### src/rtl/burst_splitter_pkg.sv
// Shared constants and helpers for the burst splitter.
// Assumes the largest burst is at most 2**7 beats, so a 3-bit log field is enough.
package burst_splitter_pkg;
    localparam int LOG_W = 3;

    // Turn a 2-bit page code into the log2 of the largest burst it allows.
    function automatic logic [LOG_W-1:0] page_to_log(input logic [1:0] code);
        return LOG_W'(code) + LOG_W'(1);
    endfunction
endpackage

### src/rtl/bsp_len_pick.sv
// Picks the largest legal incrementing burst length for the current position.
// Looks at the word address, the words remaining and the page limit (log2).
// Assumes rem is nonzero when the result is used. Fully combinational.
module bsp_len_pick
    import burst_splitter_pkg::*;
#(
    parameter int ADDR_W  = 24,
    parameter int LEN_W   = 10,
    parameter int MAX_LOG = 4
) (
    input  logic [ADDR_W-1:0]  addr,
    input  logic [LEN_W-1:0]   rem,
    input  logic [LOG_W-1:0]   lim_log,
    output logic [MAX_LOG:0]   beats
);
    logic [MAX_LOG:1] fit;

    // One qualifier per candidate length 2**k.
    for (genvar k = 1; k <= MAX_LOG; k++) begin : g_fit
        localparam logic [LEN_W:0] SZ = (LEN_W+1)'(1) << k;
        assign fit[k] = ({1'b0, rem} >= SZ) &&
                        (lim_log >= LOG_W'(k)) &&
                        (addr[k-1:0] == '0);
    end

    // Take the highest qualifying length, or a single beat if none qualifies.
    always_comb begin
        beats = (MAX_LOG+1)'(1);
        for (int k = 1; k <= MAX_LOG; k++) begin
            if (fit[k]) beats = (MAX_LOG+1)'(1) << k;
        end
    end
endmodule

### src/rtl/bsp_walker.sv
// Request holder and chunk sequencer for the burst splitter.
// Takes one request, chooses wrap pass-through or incremental splitting, and steps
// the address and remaining count each time the sequencer accepts a command.
// Assumes cfg_* inputs stay stable while a request is in progress.
module bsp_walker
    import burst_splitter_pkg::*;
#(
    parameter int ADDR_W  = 24,
    parameter int LEN_W   = 10,
    parameter int MAX_LOG = 4
) (
    input  logic               clk,
    input  logic               rst_n,
    input  logic               cfg_wrap_en,
    input  logic [1:0]         cfg_page,
    input  logic               req_valid,
    output logic               req_ready,
    input  logic [ADDR_W-1:0]  req_addr,
    input  logic [LEN_W-1:0]   req_len,
    input  logic               req_wrap,
    input  logic [MAX_LOG:0]   pick_beats,
    output logic [ADDR_W-1:0]  cur_addr,
    output logic [LEN_W-1:0]   cur_rem,
    output logic [LOG_W-1:0]   lim_log,
    output logic               cmd_valid,
    input  logic               cmd_ready,
    output logic [ADDR_W-1:0]  cmd_addr,
    output logic [MAX_LOG:0]   cmd_beats,
    output logic               cmd_wrap
);
    logic                busy;
    logic                wrap_mode;
    logic [LOG_W-1:0]    req_lim;
    logic [LEN_W:0]      req_lim_words;
    logic                wrap_ok;
    logic                accept;
    logic                fire;
    logic                last;

    // Page limit of the incoming request, as a log and as a word count.
    assign req_lim       = page_to_log(cfg_page);
    assign req_lim_words = (LEN_W+1)'(1) << req_lim;

    // A wrap passes through only if enabled and its length is a legal power of two.
    assign wrap_ok = req_wrap && cfg_wrap_en &&
                     ($countones(req_len) == 1) &&
                     (req_len >= LEN_W'(2)) &&
                     ({1'b0, req_len} <= req_lim_words) &&
                     (req_len <= LEN_W'(1 << MAX_LOG));

    assign req_ready = !busy;
    assign accept    = req_valid && req_ready;
    assign cmd_valid = busy;
    assign fire      = cmd_valid && cmd_ready;

    // Command fields come from the held state. A wrap sends the whole remainder.
    assign cmd_addr  = cur_addr;
    assign cmd_wrap  = wrap_mode;
    assign cmd_beats = wrap_mode ? cur_rem[MAX_LOG:0] : pick_beats;
    assign last      = (cur_rem == LEN_W'(cmd_beats));

    // Load a request on acceptance, and step through the chunks on each handshake.
    always_ff @(posedge clk) begin
        if (!rst_n) begin
            busy      <= 1'b0;
            wrap_mode <= 1'b0;
            cur_addr  <= '0;
            cur_rem   <= '0;
            lim_log   <= '0;
        end else if (accept) begin
            busy      <= (req_len != '0);
            wrap_mode <= wrap_ok;
            cur_addr  <= req_addr;
            cur_rem   <= req_len;
            lim_log   <= req_lim;
        end else if (fire) begin
            busy      <= !last;
            cur_addr  <= cur_addr + ADDR_W'(cmd_beats);
            cur_rem   <= cur_rem - LEN_W'(cmd_beats);
        end
    end

    AST_CMD_HOLD: assert property (@(posedge clk) disable iff (!rst_n)
        cmd_valid && !cmd_ready |=> cmd_valid && $stable(cmd_addr) &&
        $stable(cmd_beats) && $stable(cmd_wrap));
    AST_INC_ALIGNED: assert property (@(posedge clk) disable iff (!rst_n)
        cmd_valid && !cmd_wrap |->
        ((cmd_addr & ADDR_W'(cmd_beats - (MAX_LOG+1)'(1))) == '0));
    AST_PAGE_LIMIT: assert property (@(posedge clk) disable iff (!rst_n)
        cmd_valid |-> ({1'b0, cmd_beats} <= ((MAX_LOG+2)'(2) << cfg_page)));
    AST_NO_REQ_WHILE_BUSY: assert property (@(posedge clk) disable iff (!rst_n)
        cmd_valid |-> !req_ready);
    AST_CONTIGUOUS: assert property (@(posedge clk) disable iff (!rst_n)
        fire && !last |=> cmd_valid &&
        (cmd_addr == $past(cmd_addr) + ADDR_W'($past(cmd_beats))));
    AST_VALID_AFTER_ACCEPT: assert property (@(posedge clk) disable iff (!rst_n)
        accept && (req_len != '0) |=> cmd_valid);
endmodule

### src/rtl/burst_splitter.sv
// Top of the aligned burst splitter.
// Splits a word-addressed transfer request into legal 1/2/4/8/16-beat commands,
// or passes a legal wrapping burst through as one command.
// Assumes the configuration inputs are stable while req_ready is low.
module burst_splitter
    import burst_splitter_pkg::*;
#(
    parameter int ADDR_W  = 24,
    parameter int LEN_W   = 10,
    parameter int MAX_LOG = 4
) (
    input  logic               clk,
    input  logic               rst_n,
    input  logic               cfg_wrap_en,
    input  logic [1:0]         cfg_page,
    input  logic               req_valid,
    output logic               req_ready,
    input  logic [ADDR_W-1:0]  req_addr,
    input  logic [LEN_W-1:0]   req_len,
    input  logic               req_wrap,
    output logic               cmd_valid,
    input  logic               cmd_ready,
    output logic [ADDR_W-1:0]  cmd_addr,
    output logic [MAX_LOG:0]   cmd_beats,
    output logic               cmd_wrap
);
    logic [ADDR_W-1:0]  cur_addr;
    logic [LEN_W-1:0]   cur_rem;
    logic [LOG_W-1:0]   lim_log;
    logic [MAX_LOG:0]   pick_beats;

    // Length chooser for incrementing chunks.
    bsp_len_pick #(.ADDR_W(ADDR_W), .LEN_W(LEN_W), .MAX_LOG(MAX_LOG)) u_pick (
        .addr    (cur_addr),
        .rem     (cur_rem),
        .lim_log (lim_log),
        .beats   (pick_beats)
    );

    // Request state and handshakes.
    bsp_walker #(.ADDR_W(ADDR_W), .LEN_W(LEN_W), .MAX_LOG(MAX_LOG)) u_walk (
        .clk         (clk),
        .rst_n       (rst_n),
        .cfg_wrap_en (cfg_wrap_en),
        .cfg_page    (cfg_page),
        .req_valid   (req_valid),
        .req_ready   (req_ready),
        .req_addr    (req_addr),
        .req_len     (req_len),
        .req_wrap    (req_wrap),
        .pick_beats  (pick_beats),
        .cur_addr    (cur_addr),
        .cur_rem     (cur_rem),
        .lim_log     (lim_log),
        .cmd_valid   (cmd_valid),
        .cmd_ready   (cmd_ready),
        .cmd_addr    (cmd_addr),
        .cmd_beats   (cmd_beats),
        .cmd_wrap    (cmd_wrap)
    );

    AST_BEATS_LEGAL: assert property (@(posedge clk) disable iff (!rst_n)
        cmd_valid |-> ($onehot(cmd_beats) &&
        (cmd_beats <= (MAX_LOG+1)'(1 << MAX_LOG))));
    AST_WRAP_NEEDS_EN: assert property (@(posedge clk) disable iff (!rst_n)
        cmd_valid && cmd_wrap |-> cfg_wrap_en && (cmd_beats != (MAX_LOG+1)'(1)));
endmodule

### config.mk
export PLATFORM = sky130hd
export DESIGN_NAME = burst_splitter
export DESIGN_NICKNAME = d
export VERILOG_FILES = /design/src/rtl/burst_splitter_pkg.sv /design/src/rtl/bsp_len_pick.sv /design/src/rtl/bsp_walker.sv /design/src/rtl/burst_splitter.sv
export SDC_FILE = /design/constraint.sdc
export NUM_CORES = 1
export LEC_CHECK = 0
export BUFFER_PORTS_ARGS = -buffer_cell sky130_fd_sc_hd__buf_4
export CORE_MARGIN = 8
export CORE_UTILIZATION = 45
export DETAILED_ROUTE_END_ITERATION = 8
export PLACE_DENSITY_LB_ADDON = 0.25
export SETUP_SLACK_MARGIN = 0.05
export SYNTH_ARGS = -nofsm -noshare
export SYNTH_HDL_FRONTEND = slang
export SYNTH_SLANG_ARGS = --single-unit
### constraint.sdc
create_clock -name clk -period 7.2 [get_ports clk]
set_input_delay 1.08 -clock clk [delete_from_list [all_inputs] [get_ports clk]]
set_output_delay 1.08 -clock clk [all_outputs]
set_load 0.05 [all_outputs]
==> results.toml, run 1 <==
[floorplanning]
fp.dieArea_sq_mm = 0.0103
initial_core_util_pct = 45.9
core_area_sq_mm = 0.00718
row_count = 31
num_io_pins = 74
die_y_um = 102
chipWidth_um = 102

[worst_setup_path]
cpMaxStageDelayCell = "fa_1"
start_kind = "input port"
max_stage_delay_ns = 0.54
ff2ff_setup_slack_ns = 3.56
worstSetupEndpointType = "register"
crit_chain = "buf_4 > inv_1 > ha_1 > inv_1 > fa_1 > inv_1 > fa_1 > fa_1 > fa_1 > nand4b_1 > a2111oi_0 > o211ai_1 > o21ai_0"
crit_top_cell = "fa_1"
crit_fanout = 4
critical_path_class = "input port to register"
arrival_ns = 4.36
worstPathRequired_ns = 7.42

[timing]
fmax_mhz = 242
period_minus_slack_ns = 4.14
slew_headroom_pct = 46.5
hold_viol = 0
skew_ns = 0.00299
setup_tns_ns = 0
rsz0062_at_grt = "no"
setup_violations = 0
finalMaxSlewViolations = 0
worstMarginPinSlew_ns = 0.803
fin_crit_sh_pct = 57.5

[placement]
portBuffers = 73
dpl.hpwl_um = 7070
placed_area_sq_mm = 0.00392
gp_congestion = 0.912

[yosys]
ys_async_sr_fraction_pct = 0
syn-mean-instance-area_sq_um = 8.03
synth.distinct_cells = 63
netlist_area_sq_mm = 0.00329
synth_edf_count = 0
ys.flop_type = "dfxtp_1"
ys_seq_area_share_pct = 23.7
syn-instance-count = 410
yosys_register_bits = 39
syn-num-nets = 496
yosys_warnings = 0

[power]
peakVddDrop_v = 0.000134
power_frac_seq_pct = 36.7
combPwrFrac_pct = 42.4
powerDensity_mw_per_mm2 = 177
clock_power_share_pct = 20.9
finalPower_w = 0.000707
p_leak_nw = 1.75
power.share.switching_pct = 40.1
p_int_w = 0.000424
switchingPower_w = 0.000284

[layout]
drive_gt1_share_pct = 19.7
fin_area_sq_mm = 0.00400
syn2layout_area_growth_pct = 21.5
nets = 562
final_util_pct = 55.7
diodes = 0

[detailed_routing]
highest_layer = "met4"
antenna_left = 0
vias = 3293
met2WireLength_um = 4530
drt_iter0_drc = 219
met3_length_um = 552
finalWirelength_um = 9410
wl_met1_um = 4260
dr.pass1.iters = 4
drcViolationCount = 0
routedWlPerCell_um = 16.3
vias_per_cell = 5.72

[global_route]
grt_pass1_wl_um = 15200
antenna_found_initial = 0
overflow = 0
grt_use_total_pct = 18.0
grt_pass1_vias = 3184
grt_max_degree = 38

[cts]
cts_resized = 0
clock_latency_ns = 0.29
clock-sinks = 39
cts_tree = "done"
cts_buffers = 5
clockBufferDepth = 2
clk_pin_slew_ns = 0.08
root_buffer = "clkbuf_8"
htree_num_levels = 2
postCtsSetupRepairBufs = 0
ctsHoldBuffers = 0

[outcome]
status = "completed"

[hold_path]
hold_class = "register to register"

[flow_run]
cap_viol_max_count = 0
power by group through the flow:
stage | Combinational (W) | Clock, W | Sequential [W]
finish | 0.000300 | 0.000148 | 0.000260
global route | 0.000331 | 0.000158 | 0.000263
CTS | 0.000300 | 0.000150 | 0.000259
detailed placement | 0.000299 | 0 | 0.000264
global placement | 0.000290 | 0 | 0.000263
floorplan | 0.000180 | 0 | 0.000293
metrics by stage:
step | setup slack [ns] | hold WS [ns] | cells
final | 3.06 | 0.510 | 576
after detailed placement | 2.80 | 0.498 | 568
after global routing | 2.99 | 0.535 | 576
after global placement | 2.91 | 0.485 | 568
after CTS | 3.13 | 0.509 | 576
after floorplan | 2.89 | 0.463 | 410
flip-flops by register name, indices dropped and copies added (netlist names):
| signal | cells |
|---|---|
| u_walk.cmd_addr | 24 |
| u_walk.cmd_valid | 1 |
| u_walk.cmd_wrap | 1 |
| u_walk.cur_rem | 10 |
| u_walk.lim_log | 3 |
final timing paths:
check                         to  cells past startpoint              start
max reg2reg  u_walk.cmd_addr[11]                     11  u_walk.cur_rem[7]
min            u_walk.lim_log[1]                      2  u_walk.lim_log[1]
max              u_walk.cmd_wrap                     13         req_len[8]
min reg2reg    u_walk.lim_log[1]                      2  u_walk.lim_log[1]
cell type report:
class / count / area [sq um]
Inverter: 36 / 135
Fill cell: 709 / 3180
Clock inverter: 1 / 5.00
Timing Repair Buffer: 76 / 571
Sequential cell: 39 / 781
Multi-Input combinational cell: 318 / 2310
Clock buffer: 7 / 76.3
Tap cell: 99 / 124
synthesized netlist by cell type, types with 3 or more instances:
library cell	count	area, sq um
o211ai_1	5	37.5
xor2_1	11	96.3
or4_1	3	22.5
nand4_1	11	68.8
nand2_1	38	143
fa_1	8	160
a21oi_1	25	125
and4_1	3	26.3
o22ai_1	16	100
nor2b_1	6	37.5
and3_1	6	37.5
a211oi_1	3	22.5
a22o_1	4	35.0
a31oi_1	6	37.5
ha_1	36	450
dfxtp_1	39	781
o21a_1	3	22.5
o31a_1	4	35.0
xnor2_1	3	26.3
nor4_1	3	18.8
nand3_1	16	80.1
a21o_1	3	22.5
o21ai_0	11	55.1
clkbuf_1	14	52.6
or3_1	3	18.8
inv_1	35	131
nor3_1	11	55.1
a22oi_1	16	120
nor2_1	26	97.6
kinds of logic after synthesis:
group | Yosys count | share of synthesized area (%)
flip-flops | 39 | 23.7
XOR/XNOR | 14 | 3.73
adder cells (fa/ha/maj) | 44 | 18.6
AO/OA/AOI/OAI | 114 | 23.3
buffers and inverters | 53 | 6.24
multiplexers | 4 | 1.29
AND/OR/NAND/NOR | 142 | 23.2
cells in the final DEF, fill, tap and decap left out, drive strengths merged, types with 3 or more instances in the layout:
| master | count |
|---|---|
| o22ai | 16 |
| and4 | 3 |
| o31a | 4 |
| o21ai | 13 |
| ha | 36 |
| inv | 36 |
| or3 | 5 |
| xnor2 | 3 |
| buf | 76 |
| xor2 | 11 |
| nand4 | 12 |
| nor4 | 4 |
| o21a | 3 |
| a211oi | 3 |
| a22oi | 16 |
| nor2b | 6 |
| a21o | 3 |
| fa | 8 |
| nor3 | 12 |
| a31oi | 6 |
| clkbuf | 7 |
| nand3 | 16 |
| nand2 | 38 |
| a22o | 4 |
| o211ai | 5 |
| or4 | 4 |
| dfxtp | 39 |
| and3 | 6 |
| a21oi | 25 |
| nor2 | 26 |
critical path, delay by kind of cell:
| family | cells | cell delay (ns) |
|---|---|---|
| adder cells (fa/ha/maj) | 5 | 2.17 |
| AND/OR/NAND/NOR | 1 | 0.17 |
| buffers and inverters | 4 | 0.25 |
| AO/OA/AOI/OAI | 3 | 0.67 |
layer usage:
metal / up-vias / GRT usage, %
li1: 1638 / -
met1: 1558 / 23.4
met2: 91 / 29.4
met3: 6 / 4.05
met4: 0 / 4.01
met5: - / 0
(Power assumes the default switching activity.)
==> inputs of run 2 (changes only) <==
- clock period: 7.2 -> 4.3 ns (I/O delays scaled with it)
==> run 2 against run 1 <==
Largest power group unchanged; critical endpoint unchanged; clock-buffer cell count rose by 1; core utilization rose by 0.47 points; largest cell class unchanged; non-clock buffer count rose by 1; critical path type unchanged; critical path depth did not move; flip-flop and latch count did not move.
==> results.toml, run 2 (same netlist as run 1, synthesis figures left out) <==
[cts]
cts_resized = 0
ctsHoldBuffers = 0
cts_buffers = 5
clock_latency_ns = 0.29
clk_pin_slew_ns = 0.08
root_buffer = "clkbuf_8"
postCtsSetupRepairBufs = 0
htree_num_levels = 2
clock-sinks = 39
cts_tree = "done"
clockBufferDepth = 2

[global_route]
grt_max_degree = 38
grt_pass1_wl_um = 15500
overflow = 0
grt_use_total_pct = 18.4
grt_pass1_vias = 3265
antenna_found_initial = 0

[layout]
nets = 563
diodes = 0
syn2layout_area_growth_pct = 22.5
final_cells = 577
final_cell_mix = "buf_4 (77), dfxtp_1 (39), nand2_1 (38), ha_1 (36), inv_1 (35)"
layout_commonest_cell = "buf_4"
fin_area_sq_mm = 0.00403
drive_gt1_share_pct = 20.3
final_util_pct = 56.2
largest_reg_flops = 24

[detailed_routing]
drt_iter0_drc = 211
routedWlPerCell_um = 16.3
highest_layer = "met4"
vias = 3332
met3_length_um = 633
antenna_left = 0
dr.pass1.iters = 5
drcViolationCount = 0
met2WireLength_um = 4340
wl_met1_um = 4340
vias_per_cell = 5.77
finalWirelength_um = 9390

[worst_setup_path]
worstPathRequired_ns = 4.52
start_kind = "input port"
max_stage_delay_ns = 0.53
path_buf_inv = 4
critical_path.top_delay_family = "adder cells"
worstSetupEndpointType = "register"
arrival_ns = 3.86
crit_chain = "buf_4 > inv_1 > ha_1 > inv_1 > fa_1 > inv_1 > fa_1 > fa_1 > fa_1 > nand4b_1 > a2111oi_0 > o211ai_1 > o21ai_0"
crit_fanout = 4
crit_top_cell = "fa_1"
cpMaxStageDelayCell = "fa_1"
critical_path_class = "input port to register"

[power]
finalPower_w = 0.00122
powerDensity_mw_per_mm2 = 302
p_leak_nw = 1.77
peakVddDrop_v = 0.000162

[floorplanning]
fp.dieArea_sq_mm = 0.0103
core_area_sq_mm = 0.00718
chipWidth_um = 102
initial_core_util_pct = 45.9
num_io_pins = 74
row_count = 31
die_y_um = 102

[timing]
hold_viol = 0
slew_headroom_pct = 49.9
setup_tns_ns = 0
skew_ns = 0.00942
fin_crit_sh_pct = 84.6
setup_violations = 0
worstMarginPinSlew_ns = 0.751
rsz0062_at_grt = "no"
fmax_mhz = 275
period_minus_slack_ns = 3.64
finalMaxSlewViolations = 0

[placement]
portBuffers = 73
dpl.hpwl_um = 7020
dp.cells = 569
gp_congestion = 0.925
placed_area_sq_mm = 0.00393

[outcome]
status = "completed"

[hold_path]
hold_class = "register to register"

[flow_run]
cap_viol_max_count = 0
-- run 2: worst min-delay path: stages (launching register included) --
cell     delay (ns)
dfxtp_1        0.34
nand2_1        0.06
a21oi_1        0.06
-- run 2: through the flow --
stage | setup WS [ns] | hold WS [ns]
6_report | 0.661 | 0.507
5_1_grt | 0.387 | 0.553
4_1_cts | 0.685 | 0.505
3_5_place_dp | 0.385 | 0.493
3_3_place_gp | 0.463 | 0.486
2_1_floorplan | 0.439 | 0.463
-- run 2: where the power goes --
group / internal [W] / leakage, nW / switching (W) / total [W]
sequential: 0.000391 / 0.321 / 0.0000443 / 0.000435
clock: 0.000147 / 0.0515 / 0.000133 / 0.000279
combinational: 0.000206 / 1.40 / 0.000299 / 0.000505
-- run 2: final cells by class --
cell class	instances	area [sq um]
fill	713	3140
multi-input combinational	318	2310
sequential	39	781
timing repair buffer	77	578
inverter	36	135
tap	99	124
clock buffer	8	100
-- run 2: path summary, 6_finish.rpt --
check / startpoint / cells after the start / slack (ns) / endpoint
max: req_len[9] / 13 / 0.66 / u_walk.cmd_wrap
min: u_walk.lim_log[1] / 2 / 0.51 / u_walk.lim_log[1]
max reg2reg: u_walk.cur_rem[7] / 11 / 0.68 / u_walk.cmd_addr[11]
min reg2reg: u_walk.lim_log[1] / 2 / 0.51 / u_walk.lim_log[1]
-- run 2: per-layer routing --
layer / vias to the layer above / global-route usage, %
li1: 1643 / -
met1: 1588 / 24.5
met2: 95 / 28.8
met3: 6 / 4.19
met4: 0 / 5.38
met5: - / 0
==> inputs of run 3 (changes only) <==
- ABC_AREA: unset -> 1
- clock period: 4.3 -> 3.3 ns (I/O delays scaled with it)
==> run 3 against run 2 <==
Critical path depth is 1 higher; register-to-register slack worse by 0.20 ns; setup slack got worse by 0.54 ns; die area is 12% higher; wire length is 12% higher; combinational power is 55% higher; critical path type unchanged; largest cell class unchanged.
==> results.toml, run 3 <==
[outcome]
status = "completed"

[worst_setup_path]
crit_chain = "buf_4 > inv_1 > ha_1 > inv_1 > fa_1 > inv_1 > fa_1 > fa_2 > fa_1 > nor3b_2 > nand4_1 > nor2_1 > nand3_1 > a21oi_1"
crit_fanout = 2
reg2reg_to = "u_walk.cmd_addr[22]"
max_stage_delay_ns = 0.53
start_kind = "input port"
critical_path_class = "input port to register"
crit_cells = 14
arrival_ns = 3.39
crit_end = "u_walk.cmd_wrap"
critical_path.top_delay_family = "adder cells"
worstSetupEndpointType = "register"
ff2ff_setup_slack_ns = 0.48
cpMaxStageDelayCell = "fa_1"
startpoint = "req_len[9]"
worstPathRequired_ns = 3.51
path_buf_inv = 4
reg2regPathDepth = 20
r2r-start = "u_walk.cur_rem[7]"

[cts]
htree_num_levels = 2
ctsHoldBuffers = 0
cts_tree = "done"
clock-sinks = 39
cts_buffers = 5
clockBufferDepth = 2
clk_pin_slew_ns = 0.09
root_buffer = "clkbuf_8"
clock_latency_ns = 0.29

[detailed_routing]
finalWirelength_um = 10600
vias_per_cell = 5.16
drt_iter0_drc = 203
dr.pass1.iters = 5
drcViolationCount = 0
routedWlPerCell_um = 13.9
vias = 3933
antenna_left = 0

[placement]
placed_area_sq_mm = 0.00445
dpl.hpwl_um = 8180
portBuffers = 73
gp_congestion = 0.906
dp_slack_ns = -0.223

[floorplanning]
chipWidth_um = 107
initial_core_util_pct = 46.0
core_area_sq_mm = 0.00813
num_io_pins = 74
die_y_um = 107
fp.dieArea_sq_mm = 0.0115
row_count = 33

[global_route]
grt_pass1_wl_um = 17700
antenna_found_initial = 0
grt_use_total_pct = 18.3
grt_pass1_vias = 3871
overflow = 0
grt_max_degree = 29

[hold_path]
hold_class = "input port to register"
hp-start = "req_addr[2]"

[timing]
finalMaxSlewViolations = 0
fin_crit_sh_pct = 96.4
period_minus_slack_ns = 3.18
worstMarginPinSlew_ns = 0.820
rsz0062_at_grt = "yes"
setup_violations = 0
fmax_mhz = 314
hold_viol = 0
skew_ns = 0.00553
fin_ws_ns = 0.120
slew_headroom_pct = 45.0

[yosys]
synth.distinct_cells = 38
netlist_area_sq_mm = 0.00374
syn-mean-instance-area_sq_um = 6.50
synth_top_area_cell = "dfxtp_1"
yosys_warnings = 0
yosysMostFrequentCell = "nand2_1"
synth_edf_count = 0
synth_top_area_share_pct = 20.8
yosys_register_bits = 39
syn-num-nets = 662
netlist_top_cells_count = "nand2_1 (142), inv_1 (95), nor2_1 (51)"
ys_async_sr_fraction_pct = 0
synth_area_leaders = "dfxtp_1 (21%), nand2_1 (14%), ha_1 (12%)"
ys_seq_area_share_pct = 20.8
syn-instance-count = 576
ys.flop_type = "dfxtp_1"

[flow_run]
cap_viol_max_count = 0

[power]
finalPower_w = 0.00168
p_leak_nw = 2.22
peakVddDrop_v = 0.000158
powerDensity_mw_per_mm2 = 369

[layout]
final_cell_mix = "nand2_1 (142), inv_1 (95), buf_4 (85), nor2_1 (51), nand3_1 (49)"
nets = 742
largest_reg_flops = 24
final_util_pct = 55.9
layout_commonest_cell = "nand2_1"
syn2layout_area_growth_pct = 21.3
diodes = 0
drive_gt1_share_pct = 21.2
fin_area_sq_mm = 0.00454
[run 3: cell count changes after synthesis, moves of 6 or more]
cell,previous run,this run
o21ai_2,0,9
o22ai_1,16,5
and3_1,6,0
clkbuf_1,14,4
nor2_1,26,51
a21oi_2,0,10
nand3_1,16,49
inv_1,35,95
nor3_1,11,3
nand2_1,38,142
o21ai_0,11,21
xor2_1,11,3
nor2b_1,6,0
a22oi_1,16,0
[run 3: layout make-up]
cell class	instances	area (sq um)
Fill cell	790	3590
Multi-Input combinational cell	423	2510
Sequential cell	39	781
Timing Repair Buffer	85	638
Inverter	102	393
Tap cell	105	131
Clock buffer	6	72.6
Clock inverter	2	12.5
[run 3: power by group]
part	leakage (nW)	internal, W	switching (W)	total, W
clock	0.0412	0.000148	0.000190	0.000338
combinational	1.86	0.000291	0.000491	0.000782
sequential	0.321	0.000510	0.0000460	0.000556
total	2.22	0.000948	0.000727	0.00168
[run 3: timing repair]
action,4_1_cts,5_1_grt
setup buffers,0,0
resized for setup,0,1
setup endpoints to repair,0,1
[run 3: cell families after synthesis]
| group | share of synthesized area (%) |
|---|---|
| xor+xnor | 1.40 |
| compound gates | 16.3 |
| fa+ha+maj | 16.3 |
| buf+inv | 12.5 |
| simple gates | 32.6 |
| flops | 20.8 |
[run 3: worst register-to-register path, stage by stage (launching register included)]
cell     delay (ns)
dfxtp_1        0.32
inv_1          0.10
nand2_1        0.09
nor2_1         0.26
nand3_1        0.18
nor2_1         0.15
nand2_1        0.09
nand3_1        0.07
o21ai_0        0.08
inv_1          0.14
ha_1           0.21
fa_1           0.20
nand2_1        0.07
nand2_1        0.11
nand3_1        0.12
nand2_2        0.19
nand2_1        0.07
nand2_1        0.06
nand2_1        0.04
a21oi_1        0.11
nor2_1         0.05
[run 3: stage by stage]
stage / std cells / setup TNS, ns / hold WS (ns)
final: 762 / 0 / 0.445
after global routing: 762 / -0.0168 / 0.460
after CTS: 762 / 0 / 0.439
after detailed placement: 754 / -0.223 / 0.484
after global placement: 754 / -0.115 / 0.474
after floorplan: 576 / 0 / 0.449
[run 3: worst min path at each step]
stage | endpoint | slack [ns] | cells after the start
2_1_floorplan | u_walk.lim_log[0] | 0.45 | 2
3_3_place_gp | u_walk.lim_log[1] | 0.47 | 2
3_5_place_dp | u_walk.lim_log[1] | 0.48 | 2
4_1_cts | u_walk.cmd_addr[2] | 0.44 | 3
5_1_grt | u_walk.cmd_addr[5] | 0.46 | 3
6_report | u_walk.cmd_addr[2] | 0.44 | 3
[run 3: metal layers]
metal	vias up	wire length, um	part of all wire [%]	global-route usage, %
met2	89	5130	49	32.0
met1	1823	4870	46	23.2
met5	-	0	0	0
met3	7	467	4.4	2.34
met4	0	91	0.86	4.32
li1	2014	-	-	-
